--- config.mk ---
export PLATFORM = sky130hd
export DESIGN_NAME = comma_align_pol
export DESIGN_NICKNAME = d
export VERILOG_FILES = /design/src/rtl/comma_align_pol.sv
export SDC_FILE = /design/constraint.sdc
export NUM_CORES = 1
export LEC_CHECK = 0
export BUFFER_PORTS_ARGS = -buffer_cell sky130_fd_sc_hd__buf_4
export CORE_MARGIN = 2
export CORE_UTILIZATION = 67
export DETAILED_ROUTE_END_ITERATION = 12
export PLACE_DENSITY = 0.9
export RECOVER_POWER = 50
export SLEW_MARGIN = 20
export SYNTH_ARGS = -nofsm -noshare
export SYNTH_HDL_FRONTEND = slang
export SYNTH_SLANG_ARGS = --single-unit
--- constraint.sdc ---
create_clock -name clk -period 7.9 [get_ports clk]
set_input_delay 1.185 -clock clk [delete_from_list [all_inputs] [get_ports clk]]
set_output_delay 1.185 -clock clk [all_outputs]
set_load 0.005 [all_outputs]
--- src/rtl/comma_align_pol.sv ---
module comma_align_pol #(
  parameter int LOCK_COMMAS = 3,
  parameter int LOSS_LIMIT  = 32
) (
  input  logic       clk,
  input  logic       rst_n,
  input  logic [9:0] raw_in,
  input  logic       raw_vld,
  input  logic       realign,
  output logic [9:0] sym_out,
  output logic       sym_vld,
  output logic       locked,
  output logic       pol_inv,
  output logic       comma_pulse
);
  localparam int SW = 10;
  localparam int CW = $clog2(LOCK_COMMAS + 1);
  localparam int MW = $clog2(LOSS_LIMIT + 1);
  localparam logic [SW-1:0] K_NEG   = 10'b0011111010;
  localparam logic [SW-1:0] K_POS   = ~K_NEG;
  localparam logic [SW-1:0] ID_OK   = 10'b0101010101;
  localparam logic [SW-1:0] ID_SWAP = ~ID_OK;

  logic [SW-1:0]   hist;
  logic [2*SW-1:0] cat;
  logic [SW-1:0]   cand [SW];
  logic [SW-1:0]   hit;
  assign cat = {hist, raw_in};

  generate
    for (genvar k = 0; k < SW; k++) begin : g_ofs
      assign cand[k] = cat[2*SW-1-k -: SW];
      assign hit[k]  = (cand[k] == K_NEG) || (cand[k] == K_POS);
    end
  endgenerate

  logic [3:0]    ofs, ofs_n, first_k, sel;
  logic [CW-1:0] cnt, cnt_n;
  logic [MW-1:0] miss, miss_n;
  logic [4:0]    pos, pos_n, pos_cur;
  logic          locked_n, inv_n, id_ok, id_sw, id_ok_n, id_sw_n;

  always_comb begin
    first_k = '0;
    for (int k = SW - 1; k >= 0; k--)
      if (hit[k]) first_k = 4'(k);
  end

  wire          held     = (cnt != '0);
  assign        sel      = held ? ofs : first_k;
  wire [SW-1:0] sym_raw  = cand[sel];
  wire          com_here = held ? hit[ofs] : |hit;
  wire          take     = raw_vld && !realign;

  always_comb begin
    cnt_n    = cnt;
    locked_n = locked;
    miss_n   = miss;
    ofs_n    = ofs;
    if (realign) begin
      cnt_n    = '0;
      locked_n = 1'b0;
      miss_n   = '0;
    end else if (raw_vld) begin
      if (com_here) begin
        ofs_n  = sel;
        miss_n = '0;
        if (cnt != CW'(LOCK_COMMAS)) cnt_n = cnt + CW'(1);
        if (cnt >= CW'(LOCK_COMMAS - 1)) locked_n = 1'b1;
      end else if (held) begin
        if (miss == MW'(LOSS_LIMIT - 1)) begin
          cnt_n    = '0;
          locked_n = 1'b0;
          miss_n   = '0;
        end else begin
          miss_n = miss + MW'(1);
        end
      end
    end
  end

  assign pos_cur = com_here ? 5'd0 : ((pos == 5'd16) ? 5'd16 : pos + 5'd1);
  wire is_ok  = (sym_raw == ID_OK);
  wire is_sw  = (sym_raw == ID_SWAP);
  wire in_id  = (pos_cur >= 5'd6) && (pos_cur <= 5'd15);
  wire all_ok = ((pos_cur == 5'd6) ? 1'b1 : id_ok) && is_ok;
  wire all_sw = ((pos_cur == 5'd6) ? 1'b1 : id_sw) && is_sw;

  always_comb begin
    pos_n   = pos;
    id_ok_n = id_ok;
    id_sw_n = id_sw;
    inv_n   = pol_inv;
    if (realign) pos_n = 5'd16;
    else if (raw_vld) pos_n = pos_cur;
    if (take && in_id) begin
      id_ok_n = all_ok;
      id_sw_n = all_sw;
    end
    if (take && locked_n && pos_cur == 5'd15) begin
      if (all_ok) inv_n = 1'b0;
      else if (all_sw) inv_n = 1'b1;
    end
  end

  always_ff @(posedge clk or negedge rst_n) begin
    if (!rst_n) begin
      hist        <= '0;
      ofs         <= '0;
      cnt         <= '0;
      miss        <= '0;
      locked      <= 1'b0;
      pos         <= 5'd16;
      id_ok       <= 1'b0;
      id_sw       <= 1'b0;
      pol_inv     <= 1'b0;
      sym_out     <= '0;
      sym_vld     <= 1'b0;
      comma_pulse <= 1'b0;
    end else begin
      if (raw_vld) hist <= raw_in;
      ofs         <= ofs_n;
      cnt         <= cnt_n;
      miss        <= miss_n;
      locked      <= locked_n;
      pos         <= pos_n;
      id_ok       <= id_ok_n;
      id_sw       <= id_sw_n;
      pol_inv     <= inv_n;
      sym_vld     <= take && locked_n;
      comma_pulse <= take && com_here;
      if (take) sym_out <= sym_raw ^ {SW{inv_n}};
    end
  end
endmodule

==> impl_metrics.py, run 1 <==
metrics = {
    "outcome": {
        "status": "complete, but fails checks",
        "violations": "capacitance limit, slew limit",
    },
    "timing": {
        "setup_viol": 0,
        "max_freq_ghz": 0.194,
        "tns_ns": 0,
        "skew_ns": 0.0120,
        "period_share_pct": 65.3,
        "min_period_ns": 5.16,
        "hold_violations": 0,
        "setup_slack_ns": 2.74,
        "rsz0062_at_grt": "false",
        "slew-limit-headroom_pct": -56.8,
        "drv_slew": 44,
        "worst_pin_slew_ns": 2.35,
    },
    "layout": {
        "utilization_pct": 71.4,
        "nNetsFinal": 505,
        "final_cells": 561,
        "drive_gt1_share_pct": 16.0,
        "areaGrowthSynthToFinish_pct": 4.67,
        "diodes": 0,
    },
    "synth": {
        "synth_edf_count": 0,
        "yosys.area_share.simple_pct": 30.8,
        "synthAdderAreaFrac_pct": 1.88,
        "synthMuxAreaShare_pct": 5.67,
        "synth_top_area_share_pct": 26.3,
        "synth_top_area_cell": "dfrtp_1",
        "synth.yosys.seq_area_share_pct": 27.0,
        "synth_ff_type": "dfrtp_1",
        "synth_seq_cells": 43,
        "synth_xor_area_share_pct": 0.439,
        "synth_area_um2": 3990,
        "syn_nets": 506,
        "synth-async-reset-ratio_pct": 100,
        "synth_cell_type_count": 81,
        "synth_cells": 486,
        "synth_warnings": 0,
        "synth_area_leaders": "dfrtp_1 (26%), nand2_1 (4.4%), a211oi_1 (4.1%), mux2_2 (3.7%), o21ai_0 (3.5%)",
        "avgSynthCellArea_um2": 8.21,
        "synth_compound_area_share_pct": 27.2,
        "synth_top_family_by_area": "simple AND/OR/NAND/NOR gates",
    },
    "worst_setup_path": {
        "critPathRequiredTime_ns": 8.07,
        "cpLargestDelayFamily": "compound AO/OA/AOI/OAI gates",
        "path_max_fanout": 24,
        "r2r_cells": 12,
        "crit_top_cell": "a211oi_1",
        "crit_path_end_kind": "flip-flop",
        "rr_endpoint": "sym_out[6]",
        "slowest_delay_ns": 0.70,
        "critical_path_class": "primary input to flip-flop",
        "reg2reg_slack_ns": 2.86,
        "worstPathCellList": "buf_4 -> or4b_2 -> nor2_1 -> a31oi_1 -> nand3_1 -> a22o_1 -> a211oi_1 -> a211oi_1 -> o32ai_1 -> nor4b_2 -> a41o_2 -> and2_4 -> o31ai_2",
        "arrival_ns": 5.34,
        "r2r_start": "hist[4]",
        "path_buf_inv": 1,
        "crit_slowest_cell": "a22o_1",
        "setup.worst_path.start_class": "primary input",
    },
    "worst_hold_path": {
        "holdPathStages": 1,
        "worst_hold_startpoint": "miss[5]",
        "holdCritPathClass": "flip-flop to flip-flop",
        "whs_endpoint": "miss[5]",
    },
    "power": {
        "power.switching_uw": 411,
        "power_density_nw_per_um2": 220,
        "p_int_uw": 507,
        "pwr-share-clk_pct": 16.8,
        "seq_power_share_pct": 34.5,
        "ir_drop_v": 0.000185,
        "switching_share_pct": 44.8,
        "combPwrFrac_pct": 48.7,
        "p_leak_uw": 0.00163,
    },
    "global_route": {
        "grt.overflow.total": 0,
        "antenna_found_initial": 0,
        "grt_pass1_vias": 3628,
        "grtUsageTotal_pct": 36.2,
        "grt_pass1_wl_um": 18400,
        "grt_max_degree": 44,
    },
    "detailed_routing": {
        "ant_nets": 0,
        "drt-vias-per-instance": 7.15,
        "drc_errors": 0,
        "route.detailed.wl_per_inst_um": 20.5,
        "first_pass_iters": 5,
        "drt_iter0_markers": 449,
        "wirelength_um": 11500,
        "vias": 4009,
    },
    "place": {
        "dp.cells": 553,
        "dp_hpwl_um": 8170,
        "portBuffers": 27,
        "pre_cts_ws_ns": 2.54,
        "gp_congestion": 1.01,
    },
    "cts": {
        "cts_htree_levels": 2,
        "clockBufferDepth": 2,
        "hold_buffers": 0,
        "tritoncts": "built",
        "clk_pin_slew_ns": 0.10,
        "clkLatencyLatePin_ns": 0.31,
        "clock-sinks": 43,
        "cts_buffers": 5,
        "post_cts_buffers": 0,
        "cts-resized-gates": 0,
        "clockRootBuffer": "clkbuf_8",
    },
    "die": {
        "row_count": 28,
        "coreArea_um2": 5850,
        "initial_core_util_pct": 68.2,
        "die_h_um": 81.2,
        "die_w_um": 81.2,
        "io_pins": 28,
        "dieArea_um2": 6590,
    },
    "run": {
        "maxCapViolCount": 1,
    },
}
## routing by layer
metal / vias to the layer above / routed length (um) / track usage (%) / share of wire (%)
met2: 223 / 5440 / 58.5 / 47
met4: 0 / 308 / 11.4 / 2.7
met5: - / 0 / 0 / 0
li1: 1850 / - / - / -
met3: 36 / 967 / 4.67 / 8.4
met1: 1900 / 4800 / 50.3 / 42
## worst max-delay path by stage
stage | startpoint | to | slack (ns) | depth (start not counted)
2_1_floorplan | raw_in[3] | sym_out[1] | 3.28 | 16
3_3_place_gp | raw_in[8] | sym_out[2] | 2.53 | 13
3_5_place_dp | raw_in[8] | sym_out[6] | 2.54 | 13
4_1_cts | raw_in[8] | sym_out[6] | 2.84 | 13
5_1_grt | raw_in[9] | sym_out[6] | 2.42 | 13
6_report | raw_in[8] | sym_out[6] | 2.74 | 13
## state kept, by name (all words and copies together), names as in the netlist
name	count
comma_pulse	1
pol_inv	1
pos	5
ofs	4
miss	6
cnt	2
id_ok	1
id_sw	1
locked	1
sym_out	10
sym_vld	1
hist	10
## logic make-up after synthesis
| logic type | Yosys count |
|---|---|
| muxes | 21 |
| buffers and inverters | 56 |
| and+or+nand+nor | 210 |
| DFF | 43 |
| adders and majority gates | 6 |
| xor gates and xnor gates | 2 |
| AOI/OAI and AO/OA | 148 |
## power by group through the flow
| stage | Combinational (uW) | Sequential (uW) | Clock (uW) |
|---|---|---|---|
| 2_1_floorplan | 351 | 289 | 0 |
| 3_3_place_gp | 430 | 316 | 0 |
| 3_5_place_dp | 438 | 317 | 0 |
| 4_1_cts | 439 | 313 | 153 |
| 5_1_grt | 489 | 322 | 161 |
| 6_report | 447 | 317 | 154 |
## Yosys cell counts, drive strengths merged (4+ instances only)
| library cell | n |
|---|---|
| nor2b | 8 |
| a31oi | 14 |
| nand2b | 8 |
| o22a | 5 |
| inv | 20 |
| a22oi | 4 |
| mux2i | 8 |
| nand2 | 47 |
| a21o | 4 |
| a21oi | 22 |
| ha | 6 |
| o21ai | 33 |
| a22o | 4 |
| o31ai | 9 |
| a211oi | 26 |
| nor4b | 6 |
| nand3b | 8 |
| clkbuf | 21 |
| buf | 15 |
| a221oi | 4 |
| mux2 | 13 |
| or3 | 6 |
| and3 | 10 |
| nor2 | 29 |
| and2 | 8 |
| nor4 | 8 |
| dfrtp | 42 |
| nand3 | 19 |
| nor3 | 17 |
| nand4 | 9 |
## layout make-up
class                      count  area [um^2]
clock buffer                   5         68.8
fill                         476         1670
clock inverter                 3         23.8
sequential                    43         1080
multi-input combinational    387         2640
timing repair buffer          28          203
inverter                      20         75.1
tap                           75         93.8
## worst register-to-register path: stages (launching register included)
cell and delay, ns:
dfrtp_1 0.56, or2_1 0.30, or4b_4 0.51, o311a_1 0.57, and2_1 0.31, a21boi_1 0.71
a21oi_1 0.22, a211oi_1 0.47, o32ai_1 0.21, nor4b_2 0.33, a41o_2 0.39, and2_4 0.26
o31ai_2 0.07
## per-stage QoR
step           total power [uW]  instance area [um^2]  hold WS (ns)
2_1_floorplan               640                  3990         0.455
3_3_place_gp                745                  4090         0.469
3_5_place_dp                755                  4090         0.489
4_1_cts                     905                  4190         0.501
5_1_grt                     973                  4180         0.535
6_report                    918                  4180         0.507
## cells in the final DEF, fill, tap and decap left out, drive strengths merged, types with 4 or more instances in the layout
cell type / instances
nand3: 19
mux2: 13
buf: 26
a22o: 4
nor2b: 8
o21ai: 33
a21o: 4
nor4b: 6
inv: 21
and3: 10
nand2b: 8
and2: 8
a211oi: 26
a21oi: 22
ha: 6
dfrtp: 42
a22oi: 4
nand2: 47
a221oi: 4
clkbuf: 7
nor2: 29
nor4: 8
mux2i: 8
a31oi: 14
nand4: 9
or3: 6
nand3b: 8
nor3: 17
o22a: 5
o31ai: 9
(Power assumes the default switching activity.)
==> run 2, diff against run 1 <==
- CORE_UTILIZATION: 67 -> 56
- PLACE_DENSITY: 0.9 -> 0.81
- clock period: 7.9 -> 4.3 ns (I/O delays scaled with it)
==> run 2 against run 1 <==
  * The flow still finishes with violations (capacitance limit, slew limit)
  * Combinational power grew 120%
  * Sequential share of layout area decreased by 2.6 points
  * Utilization fell by 3.4 points
  * Critical path depth up 1
  * Clock skew rose by 0.0018 ns
  * Via count grew 6.6%
  * Wire length grew 3.3%
  * Critical path type is now flip-flop to flip-flop
==> impl_metrics.py, run 2 (same netlist as run 1, synthesis figures left out) <==
metrics = {
    "global_route": {
        "grt_pass1_vias": 4083,
        "grt.overflow.total": 0,
        "grt_max_degree": 44,
        "grt_pass1_wl_um": 19400,
        "antenna_found_initial": 0,
        "grtUsageTotal_pct": 31.5,
    },
    "worst_setup_path": {
        "path_max_fanout": 11,
        "crit_path_end_kind": "flip-flop",
        "setup.worst_path.start_class": "flip-flop",
        "slowest_delay_ns": 0.52,
        "crit_top_cell": "buf_4",
        "r2r_start": "hist[5]",
        "crit_slowest_cell": "or4b_4",
        "rr_endpoint": "sym_out[2]",
        "worstPathCellList": "or2_1 -> or4b_4 -> o311a_4 -> and2_1 -> a22o_1 -> buf_4 -> nor3_2 -> a211oi_1 -> buf_4 -> or3_1 -> and4bb_1 -> nand4_2 -> and2_4 -> o31ai_2",
        "r2r_cells": 14,
        "arrival_ns": 4.35,
        "reg2reg_slack_ns": 0.17,
        "critPathRequiredTime_ns": 4.52,
        "critical_path_class": "flip-flop to flip-flop",
    },
    "detailed_routing": {
        "drc_errors": 0,
        "wirelength_um": 11900,
        "first_pass_iters": 4,
        "met2_length_um": 5620,
        "drt-met1-wl_um": 4780,
        "route.detailed.wl_per_inst_um": 18.8,
        "drt_iter0_markers": 420,
        "dr_wl_met3_um": 951,
        "ant_nets": 0,
        "vias": 4272,
        "routed.top_layer": "met4",
        "drt-vias-per-instance": 6.76,
    },
    "timing": {
        "skew_ns": 0.0138,
        "period_share_pct": 96.1,
        "hold_violations": 0,
        "slew-limit-headroom_pct": -62.6,
        "tns_ns": 0,
        "drv_slew": 44,
        "setup_viol": 0,
        "rsz0062_at_grt": "false",
        "min_period_ns": 4.13,
        "max_freq_ghz": 0.242,
        "setup_slack_ns": 0.168,
        "worst_pin_slew_ns": 2.44,
    },
    "layout": {
        "reg_top3": "hist: 10 flops, sym_out: 10 flops, miss: 6 flops",
        "fillers": 574,
        "nNetsFinal": 555,
        "areaGrowthSynthToFinish_pct": 16.4,
        "diodes": 0,
        "drive_gt1_share_pct": 25.4,
        "final_cell_mix": "buf_4 (75), nand2_1 (47), dfrtp_1 (42), o21ai_0 (28), nor2_1 (27)",
        "final_common_cell": "buf_4",
    },
    "cts": {
        "clockBufferDepth": 2,
        "clockRootBuffer": "clkbuf_8",
        "clk_pin_slew_ns": 0.10,
        "hold_buffers": 0,
        "clkLatencyLatePin_ns": 0.31,
        "cts_htree_levels": 2,
        "tritoncts": "built",
        "clock-sinks": 43,
        "cts_buffers": 5,
    },
    "power": {
        "power_density_nw_per_um2": 392,
        "p_leak_uw": 0.00190,
        "ir_drop_v": 0.000225,
    },
    "place": {
        "gp_congestion": 1.05,
        "portBuffers": 27,
        "pre_cts_ws_ns": 0.0468,
        "dp_hpwl_um": 8750,
    },
    "worst_hold_path": {
        "holdCritPathClass": "flip-flop to flip-flop",
        "worst_hold_startpoint": "miss[5]",
        "whs_endpoint": "miss[5]",
        "holdPathStages": 1,
    },
    "die": {
        "coreArea_um2": 6830,
        "die_h_um": 88.4,
        "row_count": 30,
        "dieArea_um2": 7820,
        "io_pins": 28,
        "initial_core_util_pct": 58.4,
        "die_w_um": 88.4,
    },
    "outcome": {
        "status": "complete, but fails checks",
        "violations": "capacitance limit, slew limit",
    },
    "run": {
        "maxCapViolCount": 1,
    },
}
run 2: layout make-up:
class                      instances  area (um^2)  share of cell area [%]
inverter                          20         75.1                    1.62
sequential                        43         1080                    23.2
timing repair buffer              77          571                    12.3
clock inverter                     3         23.8                   0.512
tap                               96          120                    2.58
multi-input combinational        388         2710                    58.3
clock buffer                       5         68.8                    1.48
run 2: repair_timing:
action                                 CTS  global route
setup buffers                            0             0
setup endpoints to repair                0            11
gates resized for setup                  0            11
endpoints found under the hold margin    0             0
run 2: metrics by stage:
stage | cells | utilization [%] | cell area [um^2] | hold WS (ns) | power (uW)
global route | 632 | 68.0 | 4650 | 0.526 | 1940
floorplan | 486 | - | 3990 | 0.349 | 1180
finish | 632 | 68.0 | 4650 | 0.496 | 1820
detailed placement | 623 | 65.7 | 4490 | 0.486 | 1500
global placement | 623 | 65.7 | 4490 | 0.471 | 1480
CTS | 631 | 67.0 | 4580 | 0.351 | 1780
run 2: worst max path at each step:
| stage | from | slack [ns] | to |
|---|---|---|---|
| 2_1_floorplan | raw_in[3] | 0.22 | sym_out[1] |
| 3_3_place_gp | raw_in[8] | 0.07 | sym_out[5] |
| 3_5_place_dp | raw_in[8] | 0.05 | sym_out[2] |
| 4_1_cts | hist[5] | 0.12 | sym_out[2] |
| 5_1_grt | hist[0] | 0.005 | sym_out[9] |
| 6_report | hist[5] | 0.17 | sym_out[2] |
run 2: power by group:
part	total [uW]	switching, uW	internal (uW)	leakage [uW]
logic	991	546	444	0.00132
clock network	278	161	116	0.0000408
registers	551	74.6	477	0.000538
run 2: critical path, delay by kind of cell (launching register included):
kind	cells	cell delay (ns)
and+or+nand+nor	8	2.24
buffers and inverters	2	0.36
AOI/OAI and AO/OA	4	1.04
DFF	1	0.38
run 2: per-layer routing:
layer,vias up,global-route usage (%)
met3,54,4.57
li1,1945,-
met1,2043,41.8
met2,230,50.1
met5,-,0
met4,0,16.0
==> run 3, diff against run 2 <==
- GPL_TIMING_DRIVEN: unset -> 0
==> run 3 against run 2 <==
  * The run still ends with capacitance limit, slew limit left
  * Sequential cell count did not move
  * First-iteration DRC count rose by 18%
  * Critical path depth rose by 1
  * Die area did not move
  * Largest power group unchanged
  * Wire length rose by 6.1%
  * Final area rose by 3.0%
  * Non-clock buffer count fell by 7
  * Count of clock-buffer cells in the layout rose by 1
  * Fmax fell by 2.5%
  * Utilization rose by 2.1 points
==> impl_metrics.py, run 3 (same netlist as run 1, synthesis figures left out) <==
metrics = {
    "timing": {
        "period_share_pct": 98.6,
        "worst_pin_slew_ns": 2.36,
        "rsz0062_at_grt": "true",
        "setup_viol": 0,
        "drv_slew": 44,
        "max_freq_ghz": 0.236,
        "holdWs_ns": 0.492,
        "skew_ns": 0.00874,
        "slew-limit-headroom_pct": -57.3,
        "hold_violations": 0,
        "min_period_ns": 4.24,
    },
    "die": {
        "dieArea_um2": 7820,
        "row_count": 30,
        "coreArea_um2": 6830,
        "die_h_um": 88.4,
        "initial_core_util_pct": 58.4,
        "die_w_um": 88.4,
        "io_pins": 28,
    },
    "worst_setup_path": {
        "r2r_start": "hist[5]",
        "rr_endpoint": "sym_out[8]",
        "reg2reg_slack_ns": 0.06,
        "path_buf_inv": 3,
        "critPathRequiredTime_ns": 4.51,
        "worstPathCellList": "buf_6 -> or2_1 -> or4b_4 -> o311a_1 -> and2_1 -> a22o_2 -> buf_2 -> a211oi_1 -> o31ai_2 -> a21oi_1 -> and4bb_2 -> nand4_4 -> and2_4 -> buf_6 -> o31ai_2",
        "r2r_cells": 15,
        "critical_path_class": "flip-flop to flip-flop",
        "path_max_fanout": 10,
        "crit_path_end_kind": "flip-flop",
        "slowest_delay_ns": 0.51,
        "crit_slowest_cell": "or4b_4",
        "setup.worst_path.start_class": "flip-flop",
        "arrival_ns": 4.44,
        "cpLargestDelayFamily": "simple AND/OR/NAND/NOR gates",
    },
    "global_route": {
        "grt.overflow.total": 0,
        "grt_pass1_wl_um": 19100,
        "grt_use_met1_pct": 42.4,
        "grt_pass1_vias": 3911,
        "use_met2_pct": 49.4,
        "busiest_layer": "met2",
        "antenna_found_initial": 0,
        "use_met3_pct": 5.50,
        "grt_max_degree": 44,
        "grtUsageTotal_pct": 31.0,
    },
    "power": {
        "switching_share_pct": 41.7,
        "p_int_uw": 1150,
        "seq_power_share_pct": 27.1,
        "p_leak_uw": 0.00188,
        "pwr-share-clk_pct": 18.9,
        "ir_drop_v": 0.000203,
        "combPwrFrac_pct": 54.0,
        "power_density_nw_per_um2": 413,
        "power.switching_uw": 824,
        "finalPower_uw": 1980,
    },
    "layout": {
        "nNetsFinal": 547,
        "fillers": 554,
        "multi_input_area_um2": 2920,
        "final_common_cell": "nand2_1",
        "diodes": 0,
        "areaGrowthSynthToFinish_pct": 20.0,
        "final_cell_mix": "nand2_1 (47), dfrtp_1 (42), buf_4 (32), o21ai_0 (27), nor2_1 (25)",
        "stdcell_area_um2": 4790,
        "drive_gt1_share_pct": 27.8,
        "reg_top3": "hist: 10 flops, sym_out: 10 flops, miss: 6 flops",
        "seq_area_um2": 1080,
    },
    "cts": {
        "hold_buffers": 0,
        "clockBufferDepth": 2,
        "clk_pin_slew_ns": 0.09,
        "clock-sinks": 43,
        "clockRootBuffer": "clkbuf_8",
        "tritoncts": "built",
        "cts_htree_levels": 2,
        "cts_buffers": 5,
        "clkLatencyLatePin_ns": 0.29,
    },
    "place": {
        "placed_cell_area_um2": 4300,
        "portBuffers": 25,
        "dp_hpwl_um": 8640,
        "gp_congestion": 1.02,
    },
    "detailed_routing": {
        "route.detailed.wl_per_inst_um": 20.2,
        "drc_errors": 0,
        "drt-vias-per-instance": 6.86,
        "vias": 4279,
        "first_pass_iters": 6,
        "drt_iter0_markers": 496,
        "ant_nets": 0,
        "wirelength_um": 12600,
    },
    "worst_hold_path": {
        "whs_endpoint": "miss[5]",
        "worst_hold_startpoint": "miss[5]",
        "holdCritPathClass": "flip-flop to flip-flop",
        "holdPathStages": 1,
    },
    "run": {
        "maxCapViolCount": 1,
    },
    "outcome": {
        "status": "complete, but fails checks",
        "violations": "capacitance limit, slew limit",
    },
}
[run 3: changes by cell type in the layout (fill, tap and decap cells not counted), sizes merged]
cell      delta
a41o         -1
buf         -29
bufinv       +2
clkbuf      +23
clkinvlp     -2
inv          -1
[run 3: worst max-delay path by stage]
stage | depth (start not counted) | slack [ns] | endpoint | start
5_1_grt | 15 | -0.09 | sym_out[8] | hist[5]
3_5_place_dp | 16 | -0.48 | sym_out[2] | raw_in[3]
6_report | 15 | 0.06 | sym_out[8] | hist[5]
3_3_place_gp | 16 | -0.46 | sym_out[2] | raw_in[3]
2_1_floorplan | 16 | 0.22 | sym_out[1] | raw_in[3]
4_1_cts | 14 | 0.02 | sym_out[8] | raw_in[3]
[run 3: final cells by class]
type                    count  share of cell area [%]
well taps                  96                    2.51
flip-flops and latches     43                    22.5
clock inverters             2                    1.25
inverters                  20                    1.57
repair buffers             34                    5.17
plain buffers              36                    4.57
multi-input cells         387                    60.9
clock buffers               6                    1.52
[run 3: timing repair]
action                                  CTS  global route
resized for setup                        11            60
hold endpoints to repair                  0             0
endpoints found under the setup margin   11            11
pin swaps                                 2             9
setup buffers                             1             8
[run 3: layer usage]
layer / up-vias / part of all wire [%]
li1: 1930 / -
met1: 2037 / 40
met2: 259 / 47
met3: 53 / 9.1
met4: 0 / 3.3
met5: - / 0
[run 3: power groups by stage]
stage                     combinational (uW)  sequential [uW]  clock, uW
after floorplan                          644              531          0
after global placement                   869              538          0
after detailed placement                 887              541          0
after CTS                                915              533        376
after global routing                    1140              546        392
final                                   1070              535        373
[run 3: per-stage QoR]
stage	cells	TNS (ns)	utilization, %	setup WS (ns)
2_1_floorplan	486	0	-	0.224
3_3_place_gp	607	-4.69	62.9	-0.458
3_5_place_dp	607	-5.13	62.9	-0.484
4_1_cts	616	0	65.8	0.0182
5_1_grt	624	-0.457	70.1	-0.0927
6_report	624	0	70.1	0.0616
